**src/rtl/rst_seq_pkg.sv**
```systemverilog
package rst_seq_pkg;
  localparam int DIRS   = 2;
  localparam int TX_IDX = 0;
  localparam int RX_IDX = 1;

  typedef enum logic [3:0] {
    PH_IDLE,
    PH_ARM_SET,
    PH_WAIT_SET,
    PH_HOLD_SET,
    PH_DRAIN_SET,
    PH_ARM_CLR,
    PH_WAIT_CLR,
    PH_HOLD_CLR,
    PH_DRAIN_CLR
  } phase_t;
endpackage

```
**src/rtl/lock_qual.sv**
```systemverilog
module lock_qual #(
  parameter int HOLD_CYCLES = 22500
) (
  input  logic clk,
  input  logic rst,
  input  logic lock,
  output logic ok
);
  localparam int W = $clog2(HOLD_CYCLES + 1);
  localparam logic [W-1:0] LIMIT = W'(HOLD_CYCLES);

  logic [W-1:0] run_q;

  // count consecutive high samples, saturate at the limit, clear on any low
  always_ff @(posedge clk) begin
    if (rst || !lock) run_q <= '0;
    else if (run_q != LIMIT) run_q <= run_q + 1'b1;
  end

  assign ok = (run_q == LIMIT);
endmodule

```
**src/rtl/launch_gate.sv**
```systemverilog
module launch_gate import rst_seq_pkg::*; #(
  parameter bit ORDERED = 1'b1
) (
  input  logic            clk,
  input  logic            rst,
  input  logic [DIRS-1:0] cmd,
  input  logic [DIRS-1:0] idle,
  output logic [DIRS-1:0] launch
);
  logic [DIRS-1:0] pend_q, eff, allow;

  // a command counts only while its direction is idle
  assign eff = pend_q | (cmd & idle);

  always_comb begin
    allow = '1;
    if (ORDERED) begin
      allow[TX_IDX] = idle[RX_IDX];
      allow[RX_IDX] = idle[TX_IDX] && !eff[TX_IDX];
    end
  end

  assign launch = eff & allow;

  always_ff @(posedge clk) begin
    if (rst) pend_q <= '0;
    else     pend_q <= eff & ~launch;
  end
endmodule

```
**src/rtl/dir_fsm.sv**
```systemverilog
module dir_fsm import rst_seq_pkg::*; (
  input  logic clk,
  input  logic rst,
  input  logic launch,
  input  logic pma_rdy,
  input  logic may_release,
  input  logic ack,
  output logic req,
  output logic chan_rst,
  output logic done,
  output logic idle
);
  phase_t ph;

  always_ff @(posedge clk) begin
    if (rst) begin
      ph       <= PH_IDLE;
      req      <= 1'b0;
      chan_rst <= 1'b1;
      done     <= 1'b0;
    end else begin
      unique case (ph)
        PH_IDLE: if (launch) begin
          ph   <= PH_ARM_SET;
          done <= 1'b0;
        end
        PH_ARM_SET: if (pma_rdy) begin
          req <= 1'b1;
          ph  <= PH_WAIT_SET;
        end
        PH_WAIT_SET: if (ack) begin
          chan_rst <= 1'b1;
          ph       <= PH_HOLD_SET;
        end
        PH_HOLD_SET: begin
          req <= 1'b0;
          ph  <= PH_DRAIN_SET;
        end
        PH_DRAIN_SET: if (!ack) ph <= PH_ARM_CLR;
        PH_ARM_CLR: if (pma_rdy && may_release) begin
          req <= 1'b1;
          ph  <= PH_WAIT_CLR;
        end
        PH_WAIT_CLR: if (ack) begin
          chan_rst <= 1'b0;
          ph       <= PH_HOLD_CLR;
        end
        PH_HOLD_CLR: begin
          req <= 1'b0;
          ph  <= PH_DRAIN_CLR;
        end
        PH_DRAIN_CLR: if (!ack) begin
          done <= 1'b1;
          ph   <= PH_IDLE;
        end
        default: ph <= PH_IDLE;
      endcase
    end
  end

  assign idle = (ph == PH_IDLE);
endmodule

```
**src/rtl/chan_rst_seq.sv**
```systemverilog
module chan_rst_seq import rst_seq_pkg::*; #(
  parameter int CLK_MHZ = 125,
  parameter int LOCK_US = 180,
  parameter bit USE_FEC = 1'b1
) (
  input  logic clk,
  input  logic rst,
  input  logic tx_pma_rdy,
  input  logic rx_pma_rdy,
  input  logic rx_lock,
  input  logic tx_cmd,
  input  logic rx_cmd,
  input  logic tx_ack,
  input  logic rx_ack,
  output logic tx_req,
  output logic rx_req,
  output logic tx_d2d_rst,
  output logic tx_fec_rst,
  output logic tx_pif_rst,
  output logic rx_d2d_rst,
  output logic rx_fec_rst,
  output logic rx_pif_rst,
  output logic tx_done,
  output logic rx_done
);
  localparam int HOLD = CLK_MHZ * LOCK_US;

  logic [DIRS-1:0] cmd_v, pma_v, ack_v, rel_v, launch_v, idle_v, req_v, rst_v, done_v;
  logic            lock_ok;

  assign cmd_v = {rx_cmd, tx_cmd};
  assign pma_v = {rx_pma_rdy, tx_pma_rdy};
  assign ack_v = {rx_ack, tx_ack};
  assign rel_v = {lock_ok, 1'b1};

  lock_qual #(.HOLD_CYCLES(HOLD)) u_lock (
    .clk (clk),
    .rst (rst),
    .lock(rx_lock),
    .ok  (lock_ok)
  );

  launch_gate #(.ORDERED(USE_FEC)) u_gate (
    .clk   (clk),
    .rst   (rst),
    .cmd   (cmd_v),
    .idle  (idle_v),
    .launch(launch_v)
  );

  for (genvar g = 0; g < DIRS; g++) begin : g_dir
    dir_fsm u_fsm (
      .clk        (clk),
      .rst        (rst),
      .launch     (launch_v[g]),
      .pma_rdy    (pma_v[g]),
      .may_release(rel_v[g]),
      .ack        (ack_v[g]),
      .req        (req_v[g]),
      .chan_rst   (rst_v[g]),
      .done       (done_v[g]),
      .idle       (idle_v[g])
    );
  end

  assign tx_req     = req_v[TX_IDX];
  assign rx_req     = req_v[RX_IDX];
  assign tx_d2d_rst = rst_v[TX_IDX];
  assign tx_fec_rst = rst_v[TX_IDX];
  assign tx_pif_rst = rst_v[TX_IDX];
  assign rx_d2d_rst = rst_v[RX_IDX];
  assign rx_fec_rst = rst_v[RX_IDX];
  assign rx_pif_rst = rst_v[RX_IDX];
  assign tx_done    = done_v[TX_IDX];
  assign rx_done    = done_v[RX_IDX];
endmodule

```
**config.mk**
```make
export PLATFORM = sky130hd
export DESIGN_NAME = chan_rst_seq
export DESIGN_NICKNAME = d
export VERILOG_FILES = /design/src/rtl/rst_seq_pkg.sv /design/src/rtl/lock_qual.sv /design/src/rtl/launch_gate.sv /design/src/rtl/dir_fsm.sv /design/src/rtl/chan_rst_seq.sv
export SDC_FILE = /design/constraint.sdc
export NUM_CORES = 1
export LEC_CHECK = 0
export ABC_CLOCK_PERIOD_IN_PS = 1700
export BUFFER_PORTS_ARGS = -buffer_cell sky130_fd_sc_hd__buf_2
export CORE_UTILIZATION = 35
export DETAILED_ROUTE_END_ITERATION = 10
export PLACE_DENSITY = 0.52
export SLEW_MARGIN = 10
export SYNTH_ARGS = -nofsm -noshare
export SYNTH_HDL_FRONTEND = slang
export SYNTH_SLANG_ARGS = --single-unit
```
**constraint.sdc**
```tcl
create_clock -name clk -period 1.7 [get_ports clk]
set_clock_uncertainty 0.05 [all_clocks]
set_input_delay 0.17 -clock clk [delete_from_list [all_inputs] [get_ports clk]]
set_output_delay 0.17 -clock clk [all_outputs]
set_load 0.005 [all_outputs]
```
# [Yosys cells after proc, flatten, opt, wreduce, memory -nomap -nowiden]
# Cells that the tools add are included.
[word_totals] regBits=31 input_bits=9 output_inout_bits=10 word_cells=106
[classes] n_addsub=1 n_eq_ne=33 muxes=33 n_bitwise=5 reduce_logical=24
[ops] cell="4-bit case mux with 9 select lines" n=2
[ops] cell="4-bit 2-to-1 mux" n=14
[ops] cell="4-bit by 3-bit equality test with 1-bit output (second input constant)" n=8
[ops] cell="2-bit != test (second input constant)" n=13
[ops] cell="4-bit by 2-bit equality test with 1-bit output (second input constant)" n=4
[ops] cell="15-bit by 1-bit adder with 15-bit output (second input constant)" n=1
[ops] cell="15-bit equality test (second input constant)" n=1
[ops] cell="15-bit != test (second input constant)" n=1
[ops] cell="3-bit AND reduction" n=5
[ops] cell="7-bit AND reduction" n=2
[ops] cell="1-bit 2-to-1 mux" n=11
[ops] cell="1-bit case mux with 2 select lines" n=5
[ops] cell="2-bit nonzero test" n=5
[ops] cell="4-bit by 1-bit equality test with 1-bit output (second input constant)" n=2
[ops] cell="4-bit equality test (second input constant)" n=2
[ops] cell="4-bit logical NOT" n=2
[ops] cell="2-bit AND" n=3
[ops] cell="2-bit OR reduction" n=3
[ops] cell="2-bit by 1-bit != test with 1-bit output (second input constant)" n=2
[ops] cell="1-bit case mux with 3 select lines" n=1
[ops] cell="3-bit nonzero test" n=1
[ops] cell="1-bit logical AND" n=2
[ops] cell="1-bit logical NOT" n=2
[ops] cell="2-bit inverter" n=1
[ops] cell="3 further kinds" n=3

# [Longest topological paths before layout]
# Gate-level depths: netlist of run 1.
[logic_depth] depth_word=8 ltp_mapped=6 ltp_nobuf=6

# [By module]
# From an unflattened synthesis of run 1, not the netlist that was laid out.
[unflattened] cells_unflattened=198 hier_area_um2=1686.6
[by_module_without_submodules] mod="dir_fsm" n_inst=2 cells_each=50 area_per_inst_um2=406.6 seq_area_each_um2=140.1
[by_module_without_submodules] mod="lock_qual" n_inst=1 cells_each=84 area_per_inst_um2=749.5 seq_area_each_um2=300.3
[by_module_without_submodules] mod="launch_gate" n_inst=1 cells_each=9 area_per_inst_um2=90.1 seq_area_each_um2=40.0
[by_module_without_submodules] mod="chan_rst_seq" n_inst=1 cells_each=5 area_per_inst_um2=33.8 seq_area_each_um2=0.0

# [Worst setup path after synthesis of run 1]
# No wires, ideal clock.
[synth_path] kind="flip-flop to flip-flop" startpoint="register g_dir[0].u_fsm.ph[1]" endpoint="register g_dir[0].u_fsm.ph[0]" setup_time_ps=121 arrival_time_ps=1421 t_required_ps=1529 path_slack_ps=107 path_stages_with_launch=6 path_buffers=1 period_less_slack_ps=1593 path_cell_list="dfxtp_1 > buf_2 > or3_1 > nor2_1 > nand4bb_2 > mux2_4"
[synth_between] elab_chain_len=6 elab_cells_between_ends=21 classes_between="15 x eq/ne; 1 x mux; 3 x bitwise; 2 x reduce/logical"
[synth_rtl] item="start, declared" line="dir_fsm.sv:13" rtl="phase_t ph;"
[synth_rtl] item="start signal, assigned" line="dir_fsm.sv:17" rtl="ph <= PH_IDLE;"
[synth_rtl] item="start signal, assigned" line="dir_fsm.sv:24" rtl="ph <= PH_ARM_SET;"
[synth_rtl] item="start signal, assigned" line="dir_fsm.sv:29" rtl="ph <= PH_WAIT_SET;"
[synth_rtl] item="4-bit logical NOT" line="dir_fsm.sv:22, dir_fsm.sv:61"
[synth_rtl] item="2-bit AND" line="launch_gate.sv:13" rtl="assign eff = pend_q | (cmd & idle);"
[synth_rtl] item="2-bit bitwise OR" line="launch_gate.sv:13"
[synth_rtl] item="2-bit AND" line="launch_gate.sv:23" rtl="assign launch = eff & allow;"
[synth_rtl] item="2-bit != test (no line)"
[synth_rtl] item="7-bit AND reduction (no line)"
# Several ways; a longest one is shown, not always the timed one.
# A chain may end at the register's enable or synchronous reset.

# [Final worst setup path of run 1]
[layout_path] startpoint="register u_lock.run_q[1]" endpoint="register u_lock.run_q[3]"
[layout_between] elab_chain_len=1 elab_cells_between_ends=2 classes_between="1 x add/sub; 1 x eq/ne"
[layout_rtl] item="start, declared" line="lock_qual.sv:12" rtl="logic [W-1:0] run_q;"
[layout_rtl] item="start signal, assigned" line="lock_qual.sv:17" rtl="else if (run_q != LIMIT) run_q <= run_q + 1'b1;"
[layout_rtl] item="15-bit by 1-bit adder with 15-bit output or 15-bit != test (tied branches)" line="lock_qual.sv:17"
# Several ways; a longest one is shown, not always the timed one.

==> impl_metrics.ini, run 1 <==
[power_and_ir_drop]
p_leak_uw = 0.000749
peakVddDrop_mv = 0.517
p_per_area_mw_per_mm2 = 1020

[grt]
grt_max_degree = 18
grt_pass1_vias = 1412
grt_pass1_wl_um = 5890
grt_use_total = 0.153
gr-total-overflow = 0
antenna_found_initial = 0

[clock_network]
cts-root-buf = clkbuf_8
clock-sinks = 31
htreeDepth = 2
clkSlewWorstSetupHoldPaths_ns = 0.06
clock_latency_ns = 0.28
clock_path_buffers = 2
cts_tree = done
cts_inserted_buffers = 5

[finish]
final_cell_mix = 29 x dfxtp_1, 18 x buf_2, 18 x buf_4
drive_gt1_frac = 0.286
fill_cells = 448
finalNetCount = 225
layout_commonest_cell = dfxtp_1
area_growth_pct = 21.6
final_cells = 265
diodes = 0

[die]
die_area_mm2 = 0.00484
ioPinCount = 19
coreArea_mm2 = 0.00438
die_x_um = 69.5
die_y_um = 69.5
start_util = 0.364
row_count = 24

[sta]
tightest_slew_ns = 0.407
max_slew_margin = 0.725
rsz0062_at_grt = yes
hold_viol = 0
setup_viol = 0
post-route-min-period_ns = 1.63
max_freq_mhz = 614
setup_tns_ns = 0
maxSlewViolCount = 0
fin_crit_sh = 0.957

[min_path]
hold_class = in -> reg

[synth]
synth-async-reset-ratio = 0
synth_warnings = 0
synth_edf_count = 0
yosysUniqueCellTypes = 48
synth_area_per_cell_um2 = 8.82
syn_nets = 192
syn_area_mm2 = 0.00160
yosysSeqAreaShare = 0.389
ys_ff_latch = 31
syn_inst = 181
dominantRegCellSynth = dfxtp_1

[status]
status = complete, no violations

[setup_path]
crit_path_max_fanout = 8
worstSetupEndpointType = register
critical_path_class = reg -> reg
critPathLaunchType = register
cp.arrival_ns = 1.80
worstPathRequired_ns = 1.87

[routing]
wl_um = 3350
routed-via-count = 1382
drcViolationCount = 0
drt-initial-drc-count = 52
drtPass1Iterations = 4
wl_per_cell_um = 12.6
vias_per_cell = 5.22
ant_nets = 0

[placement]
dp_cells = 255
gp_congestion = 0.796
port_buffers = 18
dp_hpwl_um = 2540

[run]
drv_cap = 0
==> timing repair <==
action / CTS / global route
setup buffers: 0 / 5
resized for setup: 0 / 9
endpoints found under the setup margin: 0 / 6
hold buffers: 0 / 0
==> power by group <==
| group | internal [µW] | switching (µW) | total (µW) |
|---|---|---|---|
| combinational | 321 | 289 | 610 |
| sequential | 794 | 59.6 | 854 |
| clock | 272 | 254 | 527 |
==> critical path, stage by stage, from the launching register on <==
cell	delay, ns
dfxtp_2	0.38
inv_1	0.05
ha_1	0.17
nand4bb_1	0.14
nor4_4	0.06
buf_6	0.14
or3_2	0.45
a21oi_2	0.12
==> layer usage <==
layer  vias to the layer above  share of wire  global-route usage
met5                         -              0                   0
met4                         0          0.025              0.0816
met3                         8          0.029              0.0349
met2                        23           0.49               0.273
met1                       633           0.46               0.166
li1                        718              -                   -
==> flip-flops by register name, indices dropped and copies added (netlist names) <==
signal	flops
u_lock.run_q	15
g_dir.u_fsm.chan_rst	2
u_gate.pend_q	2
g_dir.u_fsm.ph	8
g_dir.u_fsm.req	2
g_dir.u_fsm.done	2
==> kinds of logic after synthesis <==
kind of cell,Yosys count,synth area share
muxes,2,0.0157
and+or+nand+nor,80,0.321
DFF,31,0.389
AOI/OAI and AO/OA,35,0.145
adders and majority gates,2,0.0157
xor gates and xnor gates,10,0.0549
buffers and inverters,21,0.0596
==> synthesized netlist by cell type (2+ instances only) <==
master,n,area (µm²)
nor2_1,17,63.8
buf_4,4,30.0
a21oi_1,8,40.0
o41ai_1,2,17.5
nor3_1,11,55.1
nor4_1,3,18.8
o21ai_1,3,15.0
nand2b_1,2,12.5
o21ai_0,5,25.0
dfxtp_1,31,621
nand3_1,3,15.0
or3_1,6,37.5
inv_1,10,37.5
a31oi_1,3,18.8
nor4_4,2,42.5
clkbuf_1,6,22.5
nand4bb_1,2,22.5
ha_1,2,25.0
nand2_1,11,41.3
nor2b_1,3,18.8
and3_1,4,25.0
a211oi_1,2,15.0
xor2_1,3,26.3
or4b_2,2,20.0
nand4_1,3,18.8
nand3_2,2,20.0
a211o_1,4,35.0
xnor2_1,7,61.3
==> per-stage QoR <==
stage	hold WS (ns)	area [µm²]	util	total power, µW	worst slack (ns)
floorplan	0.269	1600	-	1270	0.107
global placement	0.411	1810	0.412	1460	0.118
detailed placement	0.410	1810	0.412	1470	0.0861
CTS	0.116	1880	0.429	2010	0.0483
global route	0.121	1940	0.443	2120	-0.0308
finish	0.117	1940	0.443	1990	0.0726
==> cell type report <==
class	count	area, µm²	area share
multi-input cells	129	907	0.467
flip-flops and latches	31	623	0.321
repair buffers	37	236	0.122
clock buffers	6	72.6	0.0374
well taps	52	65.1	0.0335
inverters	10	37.5	0.0193
==> worst paths after layout <==
check | cells past startpoint | to | from | slack (ns)
max | 7 | u_lock.run_q[3] | u_lock.run_q[1] | 0.07
min | 3 | g_dir[1].u_fsm.ph[1] | rx_pma_rdy | 0.12
max reg2reg | 7 | u_lock.run_q[3] | u_lock.run_q[1] | 0.07
min reg2reg | 2 | g_dir[0].u_fsm.done | g_dir[0].u_fsm.done | 0.44
Note: power is estimated with default switching activity, not from simulation.
==> inputs of run 2 (changes only) <==
ABC_CLOCK_PERIOD_IN_PS = 1400   (was 1700)
PLACE_DENSITY = default   (was 0.52)
PLACE_DENSITY_LB_ADDON = 0.2   (was default)
clock period = 1.4 ns   (was 1.7 ns; I/O delays follow)
==> run 2 against run 1 <==
The flow now finishes with violations (negative setup slack). Sequential power increased by 21%. Register-to-register slack worse by 0.23 ns. Core utilization increased by 10 points. Sequential cell count is the same. Wire length rose by 16%. Global-route usage grew 1.8 points. Clock power up 70%. Combinational power grew 67%. Sequential share of layout area fell by 5.2 points. First-iteration DRC count grew 71%. Final cell count increased by 12%. Highest routed layer unchanged.
==> impl_metrics.ini, run 2 (synthesis gave the netlist of run 1 again) <==
[die]
coreArea_mm2 = 0.00438
row_count = 24
ioPinCount = 19
die_y_um = 69.5
die_area_mm2 = 0.00484
die_x_um = 69.5
start_util = 0.364

[finish]
top_regs = u_lock.run_q x15, g_dir.u_fsm.ph x8
diodes = 0
layout_commonest_cell = buf_4
largest_reg_flops = 15
final_cell_mix = 40 x buf_4, 18 x buf_2, 17 x dfxtp_1
final_area_mm2 = 0.00239
finalNetCount = 254
drive_gt1_frac = 0.496
area_growth_pct = 49.7
top_register = u_lock.run_q

[power_and_ir_drop]
pwr-share-clk = 0.304
internal_power_uw = 2030
peakVddDrop_mv = 0.860
total_power_uw = 2940
power_frac_comb = 0.347
p_per_area_mw_per_mm2 = 1230
power_switching_uw = 906
seq_power_share = 0.349
p_leak_uw = 0.000968
swShare = 0.308

[sta]
fin_crit_sh = 1.11
rsz0062_at_grt = yes
setup_tns_ns = -0.531
max_freq_mhz = 641
maxSlewViolCount = 0
setup_viol = 10
setup_slack_ns = -0.160
post-route-min-period_ns = 1.56
tightest_slew_ns = 0.487
hold_ws_ns = 0.0916
hold_viol = 0
max_slew_margin = 0.670

[routing]
routed-via-count = 1546
ant_nets = 0
wl_per_cell_um = 13.1
vias_per_cell = 5.22
wl_um = 3880
drtPass1Iterations = 4
drcViolationCount = 0
drt-initial-drc-count = 89

[run]
drv_cap = 0

[setup_path]
critical_path_class = reg -> reg
critPathLaunchType = register
path_buf_inv = 0
crit_chain = or4_4 > nand3_4 > nand4bb_4 > mux2_4
cp.arrival_ns = 1.69
worstSetupEndpointType = register
worstPathRequired_ns = 1.53
crit_path_max_fanout = 2
cp_slowest_cell = or4_4
max_stage_delay_ns = 0.55
crit_family = simple AND/OR/NAND/NOR gates

[placement]
pre_cts_ws_ns = -0.229
dp_hpwl_um = 2850
place_area_mm2 = 0.00205
gp_congestion = 0.766
port_buffers = 18

[clock_network]
clock-sinks = 31
clock_latency_ns = 0.29
cts_tree = done
cts-root-buf = clkbuf_8
clkSlewWorstSetupHoldPaths_ns = 0.08
clock_path_buffers = 2
hold_buffers = 0
cts_inserted_buffers = 5
htreeDepth = 2

[grt]
grt_pass1_wl_um = 6660
grt_max_degree = 17
gr-total-overflow = 0
grt_use_total = 0.171
grt_pass1_vias = 1522
antenna_found_initial = 0

[status]
violations = negative setup slack
status = finished, violations left

[min_path]
hold_class = in -> reg
[run 2: metal layers]
layer	track usage	vias to the layer above	wire [µm]
met5	0	-	0
met4	0.0748	0	67
met3	0.0436	6	126
met2	0.272	29	1850
met1	0.217	730	1830
li1	-	781	-
[run 2: worst paths after layout]
kind	endpoint	slack, ns	startpoint	depth (start not counted)
worst max register to register	g_dir[0].u_fsm.ph[0]	-0.16	g_dir[1].u_fsm.ph[1]	4
worst min register to register	g_dir[0].u_fsm.done	0.44	g_dir[0].u_fsm.done	2
worst max-delay path	g_dir[0].u_fsm.ph[0]	-0.16	g_dir[1].u_fsm.ph[1]	4
worst min-delay path	u_gate.pend_q[1]	0.09	rx_cmd	3
[run 2: area by class of cell]
type | count | area, µm²
clock buffer | 5 | 68.8
timing repair buffer | 66 | 480
fill | 394 | 1990
multi-input combinational | 129 | 1050
sequential | 31 | 643
clock inverter | 3 | 43.8
tap | 52 | 65.1
inverter | 10 | 41.3
[run 2: tightest hold or removal path: cells and delay by family]
family | cells | cell delay, ns
compound gates | 1 | 0.05
buf+inv | 1 | 0.09
simple gates | 1 | 0.11
[run 2: per-stage QoR]
stage | util | std cells
floorplan | - | 181
global placement | 0.468 | 280
detailed placement | 0.468 | 280
CTS | 0.521 | 291
global route | 0.545 | 296
finish | 0.545 | 296
[run 2: repair_timing]
action / in CTS / in global routing
buffers inserted: 4 / 5
resized for setup: 24 / 16
endpoints found under the hold margin: 0 / 0
setup endpoints to repair: 12 / 16
pin swaps: 9 / 7
[run 2: power groups by stage]
stage               logic, µW  clock network [µW]  registers, µW
global route             1110                 958           1040
finish                   1020                 894           1030
CTS                       974                 920           1020
floorplan                 598                   0           1030
detailed placement        896                   0           1040
global placement          874                   0           1040
